File: config.mk
export PLATFORM = sky130hd
export DESIGN_NAME = dual_cmp_timer
export DESIGN_NICKNAME = d
export VERILOG_FILES = /design/src/rtl/tmr_pkg.sv /design/src/rtl/tmr_tick_gen.sv /design/src/rtl/tmr_cmp_bank.sv /design/src/rtl/tmr_count_core.sv /design/src/rtl/dual_cmp_timer.sv
export SDC_FILE = /design/constraint.sdc
export NUM_CORES = 1
export LEC_CHECK = 0
export CAP_MARGIN = 0
export CORE_MARGIN = 1.5
export CORE_UTILIZATION = 60
export DETAILED_ROUTE_END_ITERATION = 12
export GPL_TIMING_DRIVEN = 0
export PLACE_DENSITY_LB_ADDON = 0.15
export SLEW_MARGIN = 20
export SYNTH_ARGS = -nofsm -noshare
export SYNTH_HDL_FRONTEND = slang
export SYNTH_SLANG_ARGS = --single-unit
export TNS_END_PERCENT = 5
File: constraint.sdc
create_clock -name clk -period 4.5 [get_ports clk]
set_clock_uncertainty 0.15 [all_clocks]
set_input_delay 0.9 -clock clk [delete_from_list [all_inputs] [get_ports clk]]
set_output_delay 0.9 -clock clk [all_outputs]
set_load 0.01 [all_outputs]
File: src/rtl/tmr_pkg.sv
package tmr_pkg;

    typedef enum logic [1:0] {
        SRC_CLK  = 2'd0,
        SRC_EXT  = 2'd1,
        SRC_PRE  = 2'd2,
        SRC_CLK2 = 2'd3
    } src_e;

    typedef struct packed {
        logic ie;
        src_e src;
        logic dual;
        logic cont;
        logic run;
    } ctrl_t;

    localparam int BIT_RUN  = 0;
    localparam int BIT_WE   = 1;
    localparam int BIT_CONT = 2;
    localparam int BIT_DUAL = 3;
    localparam int BIT_SRC  = 4;
    localparam int BIT_IE   = 6;
    localparam int BIT_SELB = 7;

    localparam logic [1:0] A_CTRL = 2'd0;
    localparam logic [1:0] A_CNT  = 2'd1;
    localparam logic [1:0] A_CMPA = 2'd2;
    localparam logic [1:0] A_CMPB = 2'd3;

    function automatic ctrl_t ctrl_apply(input logic [7:0] w, input ctrl_t old);
        ctrl_t n;
        n.ie   = w[BIT_IE];
        n.src  = src_e'(w[BIT_SRC+1:BIT_SRC]);
        n.dual = w[BIT_DUAL];
        n.cont = w[BIT_CONT];
        n.run  = w[BIT_WE] ? w[BIT_RUN] : old.run;
        return n;
    endfunction

    function automatic logic [7:0] ctrl_read(input ctrl_t c, input logic sel_b);
        return {sel_b, c.ie, c.src, c.dual, c.cont, 1'b0, c.run};
    endfunction

endpackage

File: src/rtl/tmr_tick_gen.sv
module tmr_tick_gen
    import tmr_pkg::*;
#(
    parameter int SYNC_STAGES = 2
) (
    input  logic clk,
    input  logic rst,
    input  src_e src,
    input  logic ext_in,
    input  logic pre_tick,
    output logic tick
);
    logic [SYNC_STAGES-1:0] sync_q;
    logic                   ext_prev;
    logic                   ext_rise;

    generate
        if (SYNC_STAGES == 1) begin : g_one
            always_ff @(posedge clk) begin
                if (rst) sync_q <= '0;
                else     sync_q <= ext_in;
            end
        end else begin : g_chain
            always_ff @(posedge clk) begin
                if (rst) sync_q <= '0;
                else     sync_q <= {sync_q[SYNC_STAGES-2:0], ext_in};
            end
        end
    endgenerate

    always_ff @(posedge clk) begin
        if (rst) ext_prev <= 1'b0;
        else     ext_prev <= sync_q[SYNC_STAGES-1];
    end

    assign ext_rise = sync_q[SYNC_STAGES-1] & ~ext_prev;

    always_comb begin
        unique case (src)
            SRC_EXT: tick = ext_rise;
            SRC_PRE: tick = pre_tick;
            default: tick = 1'b1;
        endcase
    end

    // an edge detector can never step on two clocks in a row
    a_r9_one_step_per_edge: assert property (@(posedge clk) disable iff (rst)
        (src == SRC_EXT && tick) |=> !(src == SRC_EXT && tick));
endmodule

File: src/rtl/tmr_cmp_bank.sv
module tmr_cmp_bank #(
    parameter int W     = 16,
    parameter bit HAS_B = 1'b1
) (
    input  logic         clk,
    input  logic         rst,
    input  logic         wr_a,
    input  logic         wr_b,
    input  logic [W-1:0] wdata,
    input  logic         sel_b,
    output logic [W-1:0] cmp_a,
    output logic [W-1:0] cmp_b,
    output logic [W-1:0] active
);
    always_ff @(posedge clk) begin
        if (rst)       cmp_a <= '0;
        else if (wr_a) cmp_a <= wdata;
    end

    generate
        if (HAS_B) begin : g_b
            always_ff @(posedge clk) begin
                if (rst)       cmp_b <= '0;
                else if (wr_b) cmp_b <= wdata;
            end
            assign active = sel_b ? cmp_b : cmp_a;
        end else begin : g_no_b
            assign cmp_b  = '0;
            assign active = cmp_a;
        end
    endgenerate
endmodule

File: src/rtl/tmr_count_core.sv
module tmr_count_core #(
    parameter int W = 16
) (
    input  logic         clk,
    input  logic         rst,
    input  logic         run,
    input  logic         tick,
    input  logic         load,
    input  logic [W-1:0] load_val,
    input  logic [W-1:0] max_val,
    input  logic         dual_en,
    input  logic         cont,
    output logic [W-1:0] count,
    output logic         sel_b,
    output logic         evt,
    output logic         stop_req
);
    logic [W-1:0] nxt;
    logic         step;

    assign nxt      = count + W'(1);
    assign step     = run & tick & ~load;
    assign evt      = step & (nxt == max_val);
    assign stop_req = evt & ~cont & (~dual_en | sel_b);

    always_ff @(posedge clk) begin
        if (rst)       count <= '0;
        else if (load) count <= load_val;
        else if (step) count <= evt ? '0 : nxt;
    end

    always_ff @(posedge clk) begin
        if (rst)                 sel_b <= 1'b0;
        else if (evt && dual_en) sel_b <= ~sel_b;
    end

    // no step and no load leaves the count alone
    a_r2_hold: assert property (@(posedge clk) disable iff (rst)
        (!load && !(run && tick)) |=> $stable(count));
    // a bus load wins over a step
    a_r12_load_wins: assert property (@(posedge clk) disable iff (rst)
        load |=> count == $past(load_val));
    // the active register only swaps in dual mode
    a_r5_sel_static: assert property (@(posedge clk) disable iff (rst)
        !dual_en |=> $stable(sel_b));
endmodule

File: src/rtl/dual_cmp_timer.sv
module dual_cmp_timer
    import tmr_pkg::*;
#(
    parameter int W           = 16,
    parameter bit HAS_B       = 1'b1,
    parameter int SYNC_STAGES = 2
) (
    input  logic         clk,
    input  logic         rst,
    input  logic [1:0]   bus_addr,
    input  logic         bus_wr,
    input  logic [W-1:0] bus_wdata,
    output logic [W-1:0] bus_rdata,
    input  logic         ext_in,
    input  logic         pre_tick,
    output logic         tmr_out,
    output logic         irq
);
    localparam int PAD = W - 8;

    ctrl_t        ctrl_q;
    logic         tick;
    logic [W-1:0] cmp_a, cmp_b, active, count;
    logic         sel_b, evt, stop_req, dual_en, pulse_lo;
    logic         wr_ctrl, wr_cnt, wr_a, wr_b;

    assign wr_ctrl = bus_wr && bus_addr == A_CTRL;
    assign wr_cnt  = bus_wr && bus_addr == A_CNT;
    assign wr_a    = bus_wr && bus_addr == A_CMPA;
    assign wr_b    = bus_wr && bus_addr == A_CMPB;
    assign dual_en = ctrl_q.dual & HAS_B;

    always_ff @(posedge clk) begin
        if (rst) begin
            ctrl_q <= '0;
        end else if (wr_ctrl) begin
            ctrl_q <= ctrl_apply(bus_wdata[7:0], ctrl_q);
        end else if (stop_req) begin
            ctrl_q.run <= 1'b0;
        end
    end

    always_ff @(posedge clk) begin
        if (rst) begin
            irq      <= 1'b0;
            pulse_lo <= 1'b0;
        end else begin
            irq      <= evt & ctrl_q.ie;
            pulse_lo <= evt & ~dual_en;
        end
    end

    assign tmr_out = ~pulse_lo & ~sel_b;

    tmr_tick_gen #(.SYNC_STAGES(SYNC_STAGES)) u_tick (
        .clk(clk), .rst(rst), .src(ctrl_q.src),
        .ext_in(ext_in), .pre_tick(pre_tick), .tick(tick)
    );

    tmr_cmp_bank #(.W(W), .HAS_B(HAS_B)) u_cmp (
        .clk(clk), .rst(rst), .wr_a(wr_a), .wr_b(wr_b), .wdata(bus_wdata),
        .sel_b(sel_b), .cmp_a(cmp_a), .cmp_b(cmp_b), .active(active)
    );

    tmr_count_core #(.W(W)) u_core (
        .clk(clk), .rst(rst), .run(ctrl_q.run), .tick(tick),
        .load(wr_cnt), .load_val(bus_wdata), .max_val(active),
        .dual_en(dual_en), .cont(ctrl_q.cont),
        .count(count), .sel_b(sel_b), .evt(evt), .stop_req(stop_req)
    );

    always_comb begin
        unique case (bus_addr)
            A_CTRL:  bus_rdata = {{PAD{1'b0}}, ctrl_read(ctrl_q, sel_b)};
            A_CNT:   bus_rdata = count;
            A_CMPA:  bus_rdata = cmp_a;
            default: bus_rdata = cmp_b;
        endcase
    end

    // a request is raised only while interrupts were enabled
    a_r4_irq_needs_ie: assert property (@(posedge clk) disable iff (rst)
        irq |-> $past(ctrl_q.ie));
    // a one-shot end of pass with no control write clears run
    a_r7_oneshot_stop: assert property (@(posedge clk) disable iff (rst)
        (evt && !ctrl_q.cont && !dual_en && !wr_ctrl) |=> !ctrl_q.run);
    // the end of the A pass in one-shot dual mode keeps run set
    a_r8_a_pass_keeps_run: assert property (@(posedge clk) disable iff (rst)
        (evt && dual_en && !sel_b && !wr_ctrl) |=> ctrl_q.run);
    // a control write without bit 1 keeps run
    a_r11_run_guard: assert property (@(posedge clk) disable iff (rst)
        (wr_ctrl && !bus_wdata[BIT_WE]) |=> ctrl_q.run == $past(ctrl_q.run));
    // the single-mode low strobe lasts exactly one clock
    a_r6_one_clock_low: assert property (@(posedge clk) disable iff (rst)
        (pulse_lo && !evt) |=> !pulse_lo);
endmodule

==> results.yml, run 1 <==
cells_and_area:
  drive_gt1_frac: 0.1006
  n_fill_cell: 482
  nets: 528
  fin_area_um2: 4364
  areaGrowthSynthToFinish_pct: 19.49
  antenna_cells: 0
floorplanning:
  initial_core_util: 0.6205
  die_h_um: 81.02
  die_w_um: 81.02
  core_um2: 5886
  rows: 28
  ios: 41
  die_area_um2: 6564
global_route:
  antenna_found_initial: 0
  track_usage: 0.3751
  grt_overflow: 0
  grt_max_degree: 12
  grt_pass1_wl_mm: 18.01
  grt_pass1_vias: 3553
min_path:
  hp-class: "reg2reg"
  hold_end: "u_tick.sync_q[1]"
  hold_depth: 1
  hold_start: "u_tick.sync_q[0]"
setup_path:
  rr_worst_depth: 9
  path_delay_family: "buffers and inverters"
  r2r-end: "u_core.count[4]"
  slowest_stage: "clkdlybuf4s50_1"
  worstReg2RegStart: "u_core.count[0]"
  cp.required_ns: 3.45
  crit_top_cell: "clkdlybuf4s50_1"
  crit_path_start_kind: "primary input"
  r2r_setup_slack_ns: 1.20
  crit_type: "in2out"
  slowest_delay_ns: 0.51
  path_buf_inv: 4
  path_max_fanout: 10
  path_cells: "clkdlybuf4s50_1, clkbuf_1, clkbuf_2, mux2_2, a22o_1, clkdlybuf4s50_1"
  arrival_ns: 3.34
  critPathCaptureType: "output port"
power:
  p_leak_nw: 1.549
  swShare: 0.2969
  p_int_uw: 979.9
  power_frac_clock: 0.395
  pwr-share-seq: 0.416
  p_sw_uw: 413.8
  ir_worst_vdd_uv: 229.2
  power_density_nw_per_um2: 319.4
  combPwrFrac: 0.188
route:
  vias: 3702
  wl_per_cell_um: 19.90
  detail_route.iter0.violations: 447
  totalWireLength_mm: 11.58
  drt-pass1-iter-count: 5
  antenna_left: 0
  drc_errors: 0
  via_per_inst: 6.361
clock_tree:
  htreeDepth: 3
  clockRootBuffer: "clkbuf_8"
  cts_tree: "done"
  clock_latency_ns: 0.35
  numCtsBuffers: 9
  clk_pin_slew_worst_paths_ns: 0.07
  cts_hold_buffers: 0
  cts_sinks: 60
  clk_path_buf_depth: 2
synth:
  async_flop_share: 0
  yosysWarnings: 0
  synthAdderAreaFrac: 0.01028
  synth_top_area_share: 0.3289
  synth_xor_xnor_area_share: 0.07434
  ys_types: 48
  syn_avg_cell_area_um2: 8.098
  yosys.area_share.simple: 0.2590
  yosysSeqAreaShare: 0.3289
  synth_edf_count: 0
  ys_seq_elements: 60
  synth_top_family_by_area: "simple AND/OR/NAND/NOR gates"
  syn_nets: 477
  muxShareOfSynthArea: 0.1233
  synth_area_leader_cell: "dfxtp_1"
  synth_area_um2: 3652
  synthCells: 451
  synth_compound_area_frac: 0.1542
  ys_top_cells_by_area: "dfxtp_1 33%, nand2_1 9.2%, a21oi_1 5.9%"
  synth_ff_type: "dfxtp_1"
placement:
  dpl_cell_area_um2: 4146
  place_congestion: 0.9588
  dpl.hpwl_mm: 8.449
  port_buffers: 40
  place_ws_ns: -0.08424
run:
  drv_cap: 0
timing:
  hold_viol_final: 0
  finalCriticalPeriod_ns: 4.387
  post-route-period-util: 0.9750
  slew-limit-headroom: 0.4987
  rsz0062_at_grt: "no"
  fmaxAchievable_ghz: 0.2279
  worst_slack_ns: 0.1127
  final-max-slew-violation-count: 0
  finalSetupViolCount: 0
  tightestPinTransition_ns: 0.7492
run_status:
  status: "finished clean"
[state kept, by name (all words and copies together) (netlist names)]
register / flops
irq: 1
u_core.sel_b: 1
ctrl_q: 5
u_cmp.cmp_a: 16
u_tick.ext_prev: 1
u_tick.sync_q: 2
pulse_lo: 1
dual_en: 1
u_cmp.cmp_b: 16
u_core.count: 16
[layer usage]
metal	track usage	part of all wire	up-vias	routed length, um
met4	0.1828	0.033	0	382
met3	0.07753	0.12	47	1361
met2	0.5567	0.44	223	5100
met1	0.5171	0.41	1726	4737
li1	-	-	1706	-
met5	0	0	-	0
[per-stage QoR]
step | hold WS (ns) | TNS (ns) | cells | total power, mW | utilization
finish | 0.3043 | 0 | 582 | 1.394 | 0.7415
detailed placement | 0.2887 | -0.2216 | 566 | 0.8454 | 0.7045
floorplan | 0.2638 | 0 | 451 | 0.7479 | -
CTS | 0.3106 | 0 | 582 | 1.379 | 0.7415
global placement | 0.2715 | -0.05442 | 566 | 0.8396 | 0.7045
global route | 0.3229 | 0 | 582 | 1.433 | 0.7415
[cells in the final DEF, fill, tap and decap left out, types with 6 or more instances in the layout]
| cell type | Yosys | final |
|---|---|---|
| xnor2_1 | 18 | 18 |
| mux2_2 | 10 | 10 |
| a21oi_1 | 43 | 43 |
| o22ai_1 | 8 | 8 |
| inv_1 | 8 | 8 |
| a22o_1 | 11 | 11 |
| nor3_1 | 13 | 13 |
| and3_1 | 10 | 10 |
| nand2_1 | 90 | 90 |
| dfxtp_1 | 60 | 60 |
| buf_2 | 5 | 6 |
| nor4_1 | 10 | 10 |
| nor2_1 | 29 | 29 |
| clkdlybuf4s50_1 | 0 | 40 |
| clkbuf_1 | 26 | 26 |
| xor2_1 | 6 | 6 |
| mux4_2 | 7 | 7 |
| nand3_1 | 13 | 13 |
| mux2i_1 | 18 | 18 |
| clkbuf_8 | 0 | 9 |
[cells in the mapped netlist (3+ instances only)]
library cell,instances
mux4_2,7
buf_2,5
clkbuf_1,26
inv_1,8
and3_1,10
a211o_1,3
nand4_1,4
mux2_2,10
nor4_1,10
dfxtp_1,60
nor2b_1,4
or3_1,4
nand3_1,13
nand3b_1,3
mux2i_1,18
nor2_1,29
buf_4,3
xnor2_1,18
o32ai_1,3
o211ai_1,3
nand2_1,90
ha_1,3
a21oi_1,43
xor2_1,6
o21ai_0,4
nor3_1,13
o22ai_1,8
a22o_1,11
a32oi_1,4
[worst max-delay path by stage]
| stage | from | end | slack [ns] | depth (start not counted) |
|---|---|---|---|---|
| floorplan | bus_addr[1] | bus_rdata[2] | 1.24 | 3 |
| global placement | bus_addr[1] | bus_rdata[2] | -0.05 | 5 |
| detailed placement | bus_addr[1] | bus_rdata[2] | -0.08 | 5 |
| CTS | bus_addr[0] | bus_rdata[13] | 0.15 | 6 |
| global route | bus_addr[0] | bus_rdata[13] | 0.06 | 6 |
| finish | bus_addr[0] | bus_rdata[13] | 0.11 | 6 |
[layout make-up]
| type | count | area [um2] | area share |
|---|---|---|---|
| Buffer | 36 | 155.1 | 0.03555 |
| Clock buffer | 10 | 127.6 | 0.02924 |
| Clock inverter | 6 | 87.58 | 0.02007 |
| Inverter | 8 | 30.03 | 0.006881 |
| Multi-Input combinational cell | 347 | 2268 | 0.5198 |
| Sequential cell | 60 | 1201 | 0.2752 |
| Tap cell | 75 | 93.84 | 0.02150 |
| Timing Repair Buffer | 40 | 400.4 | 0.09174 |
[power by group through the flow]
| stage | registers [mW] | logic (mW) | clock network, mW |
|---|---|---|---|
| after floorplan | 0.584 | 0.164 | 0 |
| final | 0.580 | 0.262 | 0.551 |
| after global placement | 0.591 | 0.249 | 0 |
| after global routing | 0.583 | 0.279 | 0.571 |
| after detailed placement | 0.592 | 0.254 | 0 |
| after CTS | 0.579 | 0.256 | 0.544 |
[logic make-up (layout without fill, tap and decap cells)]
family                   Yosys count  after routing
AND/OR/NAND/NOR                  194            194
flip-flops                        60             60
AO/OA/AOI/OAI                     88             88
XOR/XNOR                          27             27
buffers and inverters             44            100
multiplexers                      35             35
adder cells (fa/ha/maj)            3              3
[timing repair]
action / CTS / global route
resized for setup: 2 / 0
setup buffers: 0 / 0
endpoints found under the setup margin: 4 / 0
endpoints found under the hold margin: 0 / 0
Power figures use the tool's default switching activity.
==> inputs of run 2 (changes only) <==
--- a/config.mk
+++ b/config.mk
@@ -11,2 +11,3 @@
 export DETAILED_ROUTE_END_ITERATION = 12
+export DONT_BUFFER_PORTS = 1
 export GPL_TIMING_DRIVEN = 0
==> constraint.sdc (replaced) <==
create_clock -name clk -period 5.1 [get_ports clk]
set_clock_uncertainty 0.15 [all_clocks]
set_input_delay 1.02 -clock clk [delete_from_list [all_inputs] [get_ports clk]]
set_output_delay 1.02 -clock clk [all_outputs]
set_load 0.1 [all_outputs]
==> run 2 against run 1 <==
  * Sequential power decreased by 12%
  * Global-route usage down 2.6 points
  * Count of clock-buffer cells in the layout shrank 1
  * Critical path depth is 2 lower
  * Setup slack better by 0.75 ns
  * Final area decreased by 9.4%
  * Die area did not move
  * Total power shrank 14%
==> results.yml, run 2 (synthesis results as in run 1) <==
cells_and_area:
  areaGrowthSynthToFinish_pct: 8.290
  nets: 488
  layout_commonest_cell: "nand2_1"
  drive_gt1_frac: 0.1092
  final_cell_mix: "90 x nand2_1, 60 x dfxtp_1, 43 x a21oi_1, 28 x nor2_1, 26 x clkbuf_1"
  antenna_cells: 0
  multiInputGateArea_um2: 2271
  regArea_um2: 1201
  reg_top3: "u_cmp.cmp_a x16, u_cmp.cmp_b x16, u_core.count x16"
  n_fill_cell: 501
setup_path:
  path_delay_family: "buffers and inverters"
  crit_type: "in2out"
  crit_path_start_kind: "primary input"
  slowest_stage: "a22o_1"
  arrival_ns: 3.06
  path_depth: 4
  path_max_fanout: 10
  path_buf_inv: 2
  cp.required_ns: 3.93
  rr_worst_depth: 9
  crit_top_cell: "clkbuf_1"
  critPathCaptureType: "output port"
  path_cells: "clkbuf_1, clkbuf_1, mux2_2, a22o_1"
  slowest_delay_ns: 0.77
timing:
  post-route-period-util: 0.8303
  rsz0062_at_grt: "no"
  fmaxAchievable_ghz: 0.2362
  hold_viol_final: 0
  slew-limit-headroom: 0.2961
  finalCriticalPeriod_ns: 4.235
  hold_ws_ns: 0.3037
  final-max-slew-violation-count: 0
  tightestPinTransition_ns: 1.055
  finalSetupViolCount: 0
  setup_tns_ns: 0
route:
  detail_route.iter0.violations: 411
  drc_errors: 0
  totalWireLength_mm: 10.93
  via_per_inst: 6.502
  vias: 3524
  antenna_left: 0
  wl_per_cell_um: 20.16
  drt-pass1-iter-count: 5
clock_tree:
  clk_pin_slew_worst_paths_ns: 0.08
  htreeDepth: 3
  clock_latency_ns: 0.35
  clockRootBuffer: "clkbuf_8"
  cts_tree: "done"
  cts_hold_buffers: 0
  numCtsBuffers: 9
  cts_sinks: 60
  postCtsSetupBuffers: 0
  clk_path_buf_depth: 2
  ctsResizeCount: 0
global_route:
  grt_pass1_vias: 3155
  grt_overflow: 0
  antenna_found_initial: 0
  grt_max_degree: 14
  grt_pass1_wl_mm: 16.79
  track_usage: 0.3490
power:
  ir_worst_vdd_uv: 222.4
  p_leak_nw: 1.383
  p_int_uw: 796.3
  power_density_nw_per_um2: 304.2
  power_frac_clock: 0.380
  swShare: 0.3381
  combPwrFrac: 0.195
  p_sw_uw: 406.7
  pwr-share-seq: 0.425
placement:
  place_congestion: 0.9877
  dpl.hpwl_mm: 8.065
  port_buffers: 0
run:
  drv_cap: 0
min_path:
  hp-class: "reg2reg"
  hold_depth: 1
floorplanning:
  core_um2: 5886
  die_h_um: 81.02
  ios: 41
  die_w_um: 81.02
  initial_core_util: 0.6205
  rows: 28
  die_area_um2: 6564
run_status:
  status: "finished clean"
==> run 2: power by group through the flow <==
stage | clock network [mW] | registers, mW | logic [mW]
6_report | 0.457 | 0.511 | 0.235
5_1_grt | 0.480 | 0.514 | 0.249
4_1_cts | 0.458 | 0.511 | 0.231
3_5_place_dp | 0 | 0.521 | 0.230
3_3_place_gp | 0 | 0.520 | 0.226
2_1_floorplan | 0 | 0.515 | 0.191
==> run 2: layer usage <==
layer	track usage	routed length (um)	vias to the layer above
met3	0.09326	1272	38
met2	0.5142	4800	204
met1	0.4920	4481	1653
met5	0	0	-
li1	-	-	1629
met4	0.1190	372	0
==> run 2: final cells by class <==
cell class,instances,share of cell area
Clock inverter,7,0.02088
Inverter,8,0.007593
Sequential cell,60,0.3037
Multi-Input combinational cell,347,0.5742
Tap cell,75,0.02373
Clock buffer,9,0.03132
Buffer,36,0.03860
==> run 2: per-stage QoR <==
stage          utilization  cells  instance area (um2)  worst slack (ns)  total power [mW]
2_1_floorplan            -    451                 3652             1.290            0.7056
3_3_place_gp        0.6365    526                 3746            0.9290            0.7462
3_5_place_dp        0.6369    526                 3749            0.8953            0.7515
4_1_cts             0.6720    542                 3955            0.8923             1.199
5_1_grt             0.6720    542                 3955            0.7693             1.242
6_report            0.6720    542                 3955            0.8655             1.203
==> run 2: worst paths after layout <==
kind,slack (ns),start,to
setup / recovery,0.87,bus_addr[0],bus_rdata[1]
hold / removal,0.30,u_tick.sync_q[0],u_tick.sync_q[1]
setup reg to reg,1.74,u_core.count[0],u_core.count[4]
hold reg to reg,0.30,u_tick.sync_q[0],u_tick.sync_q[1]
